===== src/rtl/dual_timer_counter.sv =====
module dual_timer_counter #(
  parameter int SYNC_STAGES = 2
) (
  input  logic       clk,
  input  logic       rst_n,
  input  logic       tick,
  input  logic       bus_we,
  input  logic [2:0] bus_addr,
  input  logic [7:0] bus_wdata,
  output logic [7:0] bus_rdata,
  input  logic [1:0] cnt_pin,
  input  logic [1:0] gate_pin,
  input  logic [1:0] irq_ack,
  output logic [1:0] ovf_flag,
  output logic       baud_tick
);

  logic [7:0] mode_q;
  logic [1:0] run_q, flg_q, smp_q;
  logic [7:0] lo_q [2];
  logic [7:0] hi_q [2];
  logic [7:0] lo_d [2];
  logic [7:0] hi_d [2];
  logic [1:0] ovf;
  logic       hi_ovf;
  logic       baud_q;
  logic [SYNC_STAGES-1:0] sync_q [4];

  wire [3:0] pins_in = {gate_pin, cnt_pin};
  wire [1:0] cnt_s   = {sync_q[1][SYNC_STAGES-1], sync_q[0][SYNC_STAGES-1]};
  wire [1:0] gate_s  = {sync_q[3][SYNC_STAGES-1], sync_q[2][SYNC_STAGES-1]};

  wire split   = mode_q[1:0] == 2'd3;
  wire ctrl_we = bus_we && bus_addr == 3'd1;
  wire [1:0] wr_lo = {bus_we && bus_addr == 3'd4, bus_we && bus_addr == 3'd2};
  wire [1:0] wr_hi = {bus_we && bus_addr == 3'd5, bus_we && bus_addr == 3'd3};

  wire [1:0] evt     = {2{tick}} & smp_q & ~cnt_s;
  wire [1:0] run_eff = {split | run_q[1], run_q[0]};
  wire [1:0] gate_ok = ~{mode_q[7], mode_q[3]} | gate_s;
  wire [1:0] src     = {mode_q[6] ? evt[1] : tick, mode_q[2] ? evt[0] : tick};
  wire [1:0] en      = run_eff & gate_ok & src;
  wire       hi_run  = split & tick & run_q[1];
  wire [1:0] set     = {split ? hi_ovf : ovf[1], ovf[0]};

  always_ff @(posedge clk or negedge rst_n) begin
    if (!rst_n) begin
      for (int k = 0; k < 4; k++) sync_q[k] <= '0;
    end else begin
      for (int k = 0; k < 4; k++)
        sync_q[k] <= {sync_q[k][SYNC_STAGES-2:0], pins_in[k]};
    end
  end

  always_comb begin
    for (int c = 0; c < 2; c++) begin
      lo_d[c] = lo_q[c];
      hi_d[c] = hi_q[c];
      ovf[c]  = 1'b0;
      if (en[c]) begin
        unique case (mode_q[4*c +: 2])
          2'd0: begin
            {hi_d[c][4:0], lo_d[c]} = {hi_q[c][4:0], lo_q[c]} + 13'd1;
            ovf[c] = &{hi_q[c][4:0], lo_q[c]};
          end
          2'd1: begin
            {hi_d[c], lo_d[c]} = {hi_q[c], lo_q[c]} + 16'd1;
            ovf[c] = &{hi_q[c], lo_q[c]};
          end
          2'd2: begin
            if (&lo_q[c]) begin
              lo_d[c] = hi_q[c];
              ovf[c]  = 1'b1;
            end else begin
              lo_d[c] = lo_q[c] + 8'd1;
            end
          end
          default: begin
            if (c == 0) begin
              lo_d[c] = lo_q[c] + 8'd1;
              ovf[c]  = &lo_q[c];
            end
          end
        endcase
      end
    end
    hi_ovf = hi_run & (&hi_q[0]);
    if (hi_run) hi_d[0] = hi_q[0] + 8'd1;
  end

  always_ff @(posedge clk or negedge rst_n) begin
    if (!rst_n) begin
      mode_q <= '0;
      run_q  <= '0;
      flg_q  <= '0;
      smp_q  <= '0;
      baud_q <= 1'b0;
      for (int c = 0; c < 2; c++) begin
        lo_q[c] <= '0;
        hi_q[c] <= '0;
      end
    end else begin
      if (bus_we && bus_addr == 3'd0) mode_q <= bus_wdata;
      if (ctrl_we) run_q <= {bus_wdata[6], bus_wdata[4]};
      flg_q  <= set | (ctrl_we ? {bus_wdata[7], bus_wdata[5]} : (flg_q & ~irq_ack));
      if (tick) smp_q <= cnt_s;
      baud_q <= ovf[1];
      for (int c = 0; c < 2; c++) begin
        lo_q[c] <= wr_lo[c] ? bus_wdata : lo_d[c];
        hi_q[c] <= wr_hi[c] ? bus_wdata : hi_d[c];
      end
    end
  end

  always_comb begin
    unique case (bus_addr)
      3'd0:    bus_rdata = mode_q;
      3'd1:    bus_rdata = {flg_q[1], run_q[1], flg_q[0], run_q[0], 4'h0};
      3'd2:    bus_rdata = lo_q[0];
      3'd3:    bus_rdata = hi_q[0];
      3'd4:    bus_rdata = lo_q[1];
      3'd5:    bus_rdata = hi_q[1];
      default: bus_rdata = 8'h00;
    endcase
  end

  assign ovf_flag  = flg_q;
  assign baud_tick = baud_q;

  a_r2_stopped_holds: assert property (@(posedge clk) disable iff (!rst_n)
    (!run_q[0] && !wr_lo[0]) |=> $stable(lo_q[0]));

  a_r3_gate_blocks: assert property (@(posedge clk) disable iff (!rst_n)
    (mode_q[3] && !gate_s[0] && !split && !wr_lo[0] && !wr_hi[0])
      |=> ($stable(lo_q[0]) && $stable(hi_q[0])));

  a_r5_upper_bits_kept: assert property (@(posedge clk) disable iff (!rst_n)
    (mode_q[1:0] == 2'd0 && !wr_hi[0]) |=> $stable(hi_q[0][7:5]));

  a_r9_split_flag1_quiet: assert property (@(posedge clk) disable iff (!rst_n)
    (split && !run_q[1] && !ctrl_we && !flg_q[1]) |=> !flg_q[1]);

  a_r10_ack_clears: assert property (@(posedge clk) disable iff (!rst_n)
    (irq_ack[0] && !ctrl_we && !set[0]) |=> !flg_q[0]);

  a_r12_baud_from_wrap: assert property (@(posedge clk) disable iff (!rst_n)
    baud_tick |-> ($past(lo_q[1]) == 8'hFF));

endmodule


===== config.mk =====
export PLATFORM = sky130hd
export DESIGN_NAME = dual_timer_counter
export DESIGN_NICKNAME = d
export VERILOG_FILES = /design/src/rtl/dual_timer_counter.sv
export SDC_FILE = /design/constraint.sdc
export NUM_CORES = 1
export LEC_CHECK = 0
export ABC_AREA = 1
export BUFFER_PORTS_ARGS = -buffer_cell sky130_fd_sc_hd__buf_2
export CAP_MARGIN = 0
export CORE_MARGIN = 5
export CORE_UTILIZATION = 40
export CTS_CLUSTER_DIAMETER = 100
export CTS_CLUSTER_SIZE = 25
export DETAILED_ROUTE_END_ITERATION = 16
export GPL_TIMING_DRIVEN = 0
export PLACE_DENSITY_LB_ADDON = 0.12
export SYNTH_ARGS = -nofsm -noshare
export SYNTH_HDL_FRONTEND = slang
export SYNTH_SLANG_ARGS = --single-unit

===== constraint.sdc =====
create_clock -name clk -period 4.5 [get_ports clk]
set_input_delay 0.45 -clock clk [delete_from_list [all_inputs] [get_ports clk]]
set_output_delay 0.45 -clock clk [all_outputs]
set_load 0.02 [all_outputs]

==> results_dict.tcl, run 1 <==
set metrics [dict create \
    status "finished clean" \
    max_slew.worst_pin.slew_ns 0.755 \
    place_inst 755 \
    start_kind "flop" \
    die_width_um 110 \
    drcViolationCount 0 \
    cp-end-kind "primary output" \
    ys_types 38 \
    r2r_slack_ns 2.55 \
    holdWs_ns 0.161 \
    rsz0062_at_grt "false" \
    first_pass_iters 4 \
    synth_most_common_cell "nand2_1" \
    gp_congestion 0.921 \
    netlist_area_sq_um 4030 \
    clock_sinks 55 \
    synthArstFlopShare_pct 100 \
    ant_nets 0 \
    area_growth_pct 10.5 \
    hold_class "input port to asynchronous set/reset pin" \
    clkLatencyLatePin_ns 0.33 \
    grt.overflow.total 0 \
    cp-startpoint "lo_q[5]" \
    power_leakage_nw 2.32 \
    ys_seq_area_share_pct 34.2 \
    ys.warnings.count 0 \
    cap_violations 0 \
    slowest_stage "dfrtp_1" \
    start_util_pct 41.0 \
    ys.flop_type "dfrtp_1" \
    antenna_found_initial 0 \
    cp.arrival_ns 1.66 \
    wl_mm 12.9 \
    cp_max_fo 10 \
    synth_area_per_cell_sq_um 6.81 \
    power.total_mw 1.98 \
    clk_pin_slew_worst_paths_ns 0.12 \
    core_sq_um 9820 \
    netlist.area_leader.share_pct 34.2 \
    finalSetupViolCount 0 \
    synthTopCellsByCount "nand2_1 (184), inv_1 (72), dfrtp_1 (55)" \
    endpoint "bus_rdata[5]" \
    irDropWorstVdd_uv 149 \
    synthTopCellsByArea "dfrtp_1 (34%), nand2_1 (17%), inv_1 (6.7%)" \
    grt_usage_pct 22.5 \
    final_cells 763 \
    fin_skew_ns 0.00830 \
    hold_violations 0 \
    tns_ns 0 \
    cts_buffers 5 \
    crit_top_cell "buf_2" \
    ioPinCount 32 \
    fin_nets 658 \
    ys_seq_elements 55 \
    n_antenna_cell 0 \
    fmax_mhz 475 \
    post_cts_buffers 0 \
    synth_fp_nets 621 \
    grt_pass1_vias 3815 \
    drt_iter0_markers 250 \
    grt_first_pass_wirelength_mm 20.7 \
    crit_chain "buf_2 -> inv_1 -> o22ai_1 -> a21oi_1 -> o211ai_1 -> buf_2" \
    cp.required_ns 4.05 \
    htreeDepth 2 \
    ff2ff_path_depth 9 \
    synthCells 592 \
    drive_gt1_share_pct 15.7 \
    critical_path_class "flop to primary output" \
    grt_start_max_net_pins 56 \
    slowest_delay_ns 0.35 \
    post_cts_resized 0 \
    max-clock-path-buffers 2 \
    timing.final.max_slew_violations 0 \
    num_vias 4048 \
    row_count 36 \
    post_drt_wl_per_cell_um 16.9 \
    fin_crit_sh_pct 46.8 \
    hold_buffers 0 \
    place_hpwl_mm 10.1 \
    cts_tree "built" \
    synth-edff-count 0 \
    die_h_um 110 \
    cts_root_buf "clkbuf_8" \
    r2r_start "mode_q[4]" \
    slew_headroom_pct 49.7 \
    synth_top_area_cell "dfrtp_1" \
    viasPerCell 5.31 \
    r2r_end "lo_q[7]" \
    port_buffers 30 \
    power_density_nw_per_um2 445 \
    fp.dieArea_sq_um 12200 \
    final.min_clock_period_ns 2.11 \
]
-- state kept, by name, indices dropped and copies added, names as in the netlist --
register   count
baud_tick      1
smp_q          2
sync_q         4
mode_q         8
run_q          2
gate_s         2
ovf_flag       2
hi_q          16
lo_q          16
cnt_s          2
-- critical path: cells and delay by family, from the launching register on --
kind	cells	cell delay, ns
buffers and inverters	3	0.56
AOI/OAI and AO/OA	3	0.42
DFF	1	0.35
-- per-layer routing --
| layer | global-route usage, % | share of wire (%) |
|---|---|---|
| met1 | 32.2 | 47 |
| met2 | 34.6 | 44 |
| met3 | 3.67 | 6.5 |
| met4 | 7.21 | 2.6 |
| met5 | 0 | 0 |
-- placed cells by master (no fill, tap or decap), drive strengths merged --
master	n
a211oi	1
a21boi	1
a21o	2
a21oi	26
a22oi	4
buf	36
clkbuf	5
clkinv	3
dfrtp	55
ha	8
inv	92
nand2	198
nand3	55
nand3b	1
nand4	10
nor2	37
nor3	11
nor4	1
o2111ai	2
o211ai	4
o21ai	46
o21bai	6
o221ai	2
o22ai	11
o311ai	1
xnor2	3
xor2	9
-- worst min-delay path by stage --
stage / start / endpoint / slack (ns) / depth (start not counted)
floorplan: rst_n / baud_tick / 0.15 / 0
global placement: sync_q[0] / gate_s[1] / 0.33 / 0
detailed placement: sync_q[0] / gate_s[1] / 0.33 / 0
CTS: gate_pin[1] / sync_q[0] / 0.21 / 1
global route: cnt_pin[0] / sync_q[6] / 0.20 / 1
finish: rst_n / lo_q[7] / 0.16 / 1
-- power by group --
part | total (mW) | internal, mW | switching, mW
Combinational | 0.831 | 0.291 | 0.541
Sequential | 0.832 | 0.633 | 0.199
Clock | 0.316 | 0.118 | 0.198
-- stage by stage --
step                      instance area [sq um]  util [%]  worst slack [ns]
after global placement                     4350      44.3              2.40
after global routing                       4450      45.3              2.31
after floorplan                            4030         -              2.89
final                                      4450      45.3              2.39
after CTS                                  4450      45.3              2.40
after detailed placement                   4350      44.3              2.44
-- cells by family after synthesis --
logic type	share of synthesized area, %
and+or+nand+nor	35.7
adders and majority gates	2.48
DFF	34.2
buffers and inverters	9.62
AOI/OAI and AO/OA	15.5
xor gates and xnor gates	2.61
-- final cells by class --
class,count,area (sq um)
clock buffers,5,68.8
repair buffers,30,153
inverters,92,345
flip-flops and latches,55,1380
plain buffers,6,42.5
multi-input cells,439,2270
fillers,1071,5370
well taps,133,166
clock inverters,3,33.8
No activity file was read; power rests on OpenSTA's default activity.
==> inputs of run 2 (changes only) <==
==> constraint.sdc (replaced) <==
create_clock -name clk -period 1.8 [get_ports clk]
set_input_delay 0.18 -clock clk [delete_from_list [all_inputs] [get_ports clk]]
set_output_delay 0.18 -clock clk [all_outputs]
set_load 0.02 [all_outputs]
==> results_dict.tcl, run 2 (synthesized netlist as in run 1, its figures left out) <==
set metrics [dict create \
    cp_max_fo 6 \
    drcViolationCount 0 \
    ioPinCount 32 \
    final.min_clock_period_ns 1.71 \
    power_leakage_nw 2.35 \
    die_h_um 110 \
    antenna_found_initial 0 \
    viasPerCell 5.28 \
    grt.overflow.total 0 \
    place_hpwl_mm 10.1 \
    top_regs "hi_q: 16 flops, lo_q: 16 flops, mode_q: 8 flops" \
    cts_root_buf "clkbuf_8" \
    layout_commonest_cell "nand2_1" \
    power.total_mw 5.03 \
    crit_chain "inv_1 -> o22ai_1 -> a21oi_1 -> nand4_1 -> buf_2" \
    slowest_stage "dfrtp_1" \
    grt_pass1_vias 3843 \
    cts_buffers 5 \
    fp.dieArea_sq_um 12200 \
    irDropWorstVdd_uv 373 \
    row_count 36 \
    drive_gt1_share_pct 17.1 \
    finalSetupViolCount 0 \
    rsz0062_at_grt "true" \
    power_density_nw_per_um2 1100 \
    drt_iter0_markers 243 \
    core_sq_um 9820 \
    hold_depth 3 \
    num_vias 4064 \
    critical_path_class "flop to primary output" \
    ff2ff_path_depth 9 \
    n_antenna_cell 0 \
    grt_first_pass_wirelength_mm 20.8 \
    first_pass_iters 6 \
    final_area_sq_um 4560 \
    slowest_delay_ns 0.50 \
    hold_class "input port to flop" \
    hold_violations 0 \
    setup_slack_ns 0.0896 \
    slew_headroom_pct 50.7 \
    start_util_pct 41.0 \
    fin_skew_ns 0.00509 \
    cp-end-kind "primary output" \
    clk_pin_slew_worst_paths_ns 0.12 \
    cp.required_ns 1.62 \
    preCtsSetupSlack_ns -0.0942 \
    max_slew.worst_pin.slew_ns 0.739 \
    die_width_um 110 \
    fin_nets 665 \
    gp_congestion 0.921 \
    fin_crit_sh_pct 95.0 \
    wl_mm 13.0 \
    cap_violations 0 \
    max-clock-path-buffers 2 \
    fmax_mhz 585 \
    cts_tree "built" \
    timing.final.max_slew_violations 0 \
    clkLatencyLatePin_ns 0.32 \
    grt_usage_pct 22.6 \
    post_dp_cell_area_sq_um 4350 \
    grt_start_max_net_pins 56 \
    final_cell_mix "nand2_1 (184), inv_1 (71), nand3_1 (51), dfrtp_1 (51), buf_2 (32)" \
    post_drt_wl_per_cell_um 16.9 \
    cp.arrival_ns 1.53 \
    start_kind "flop" \
    ant_nets 0 \
    clock_sinks 55 \
    htreeDepth 2 \
    port_buffers 30 \
    area_growth_pct 13.2 \
    status "finished clean" \
]
## run 2: cell count changes in the layout (fill, tap and decap cells not counted), sizes merged
cell | before | now
dlygate4sd3 | 0 | 5
buf | 36 | 38
## run 2: final timing paths
path                               from  slack, ns           end
min in group asynchronous         rst_n       0.44       lo_q[7]
hold / removal             bus_wdata[6]       0.08       hi_q[6]
max in group asynchronous         rst_n       0.82       hi_q[9]
setup reg to reg              mode_q[4]       0.10       lo_q[7]
setup / recovery               hi_q[12]       0.09  bus_rdata[4]
hold reg to reg               sync_q[0]       0.36     gate_s[1]
## run 2: layout make-up
class                   count  area, sq um
inverters                  92          345
flip-flops and latches     55         1380
clock buffers               5         68.8
repair buffers             37          218
plain buffers               6         45.0
fillers                  1065         5260
multi-input cells         439         2300
clock inverters             3         33.8
well taps                 133          166
## run 2: metal layers
layer  wire (um)  GRT usage, %  vias to the layer above  share of wire [%]
met2        5780          34.9                      131                 44
met5           0             0                        -                  0
met1        6150          32.4                     1888                 47
met3         795          3.67                       22                6.1
li1            -             -                     2023                  -
met4         323          7.21                        0                2.5
## run 2: critical path: cells and delay by family (launching register included)
kind	cells	cell delay [ns]
simple gates	1	0.13
flops	1	0.50
compound gates	2	0.23
buf+inv	2	0.35
## run 2: repair_timing
item,4_1_cts,5_1_grt
hold buffers,4,1
endpoints found under the setup margin,7,20
hold endpoints to repair,4,46
buffers inserted,0,2
pin swaps,0,2
resized for setup,2,11
## run 2: power by group
group,leakage [nW],internal [mW],total [mW],switching (mW)
combinational,1.62,0.765,2.16,1.39
sequential,0.675,1.59,2.08,0.494
clock,0.0515,0.295,0.793,0.498
## run 2: through the flow
stage / instances / util [%] / setup TNS [ns] / hold WS, ns
finish: 770 / 46.5 / 0 / 0.0832
global route: 770 / 46.5 / -0.00600 / 0.120
CTS: 767 / 45.8 / 0 / 0.0826
detailed placement: 755 / 44.3 / -0.353 / 0.289
global placement: 755 / 44.3 / -0.137 / 0.288
floorplan: 592 / - / 0 / -0.116
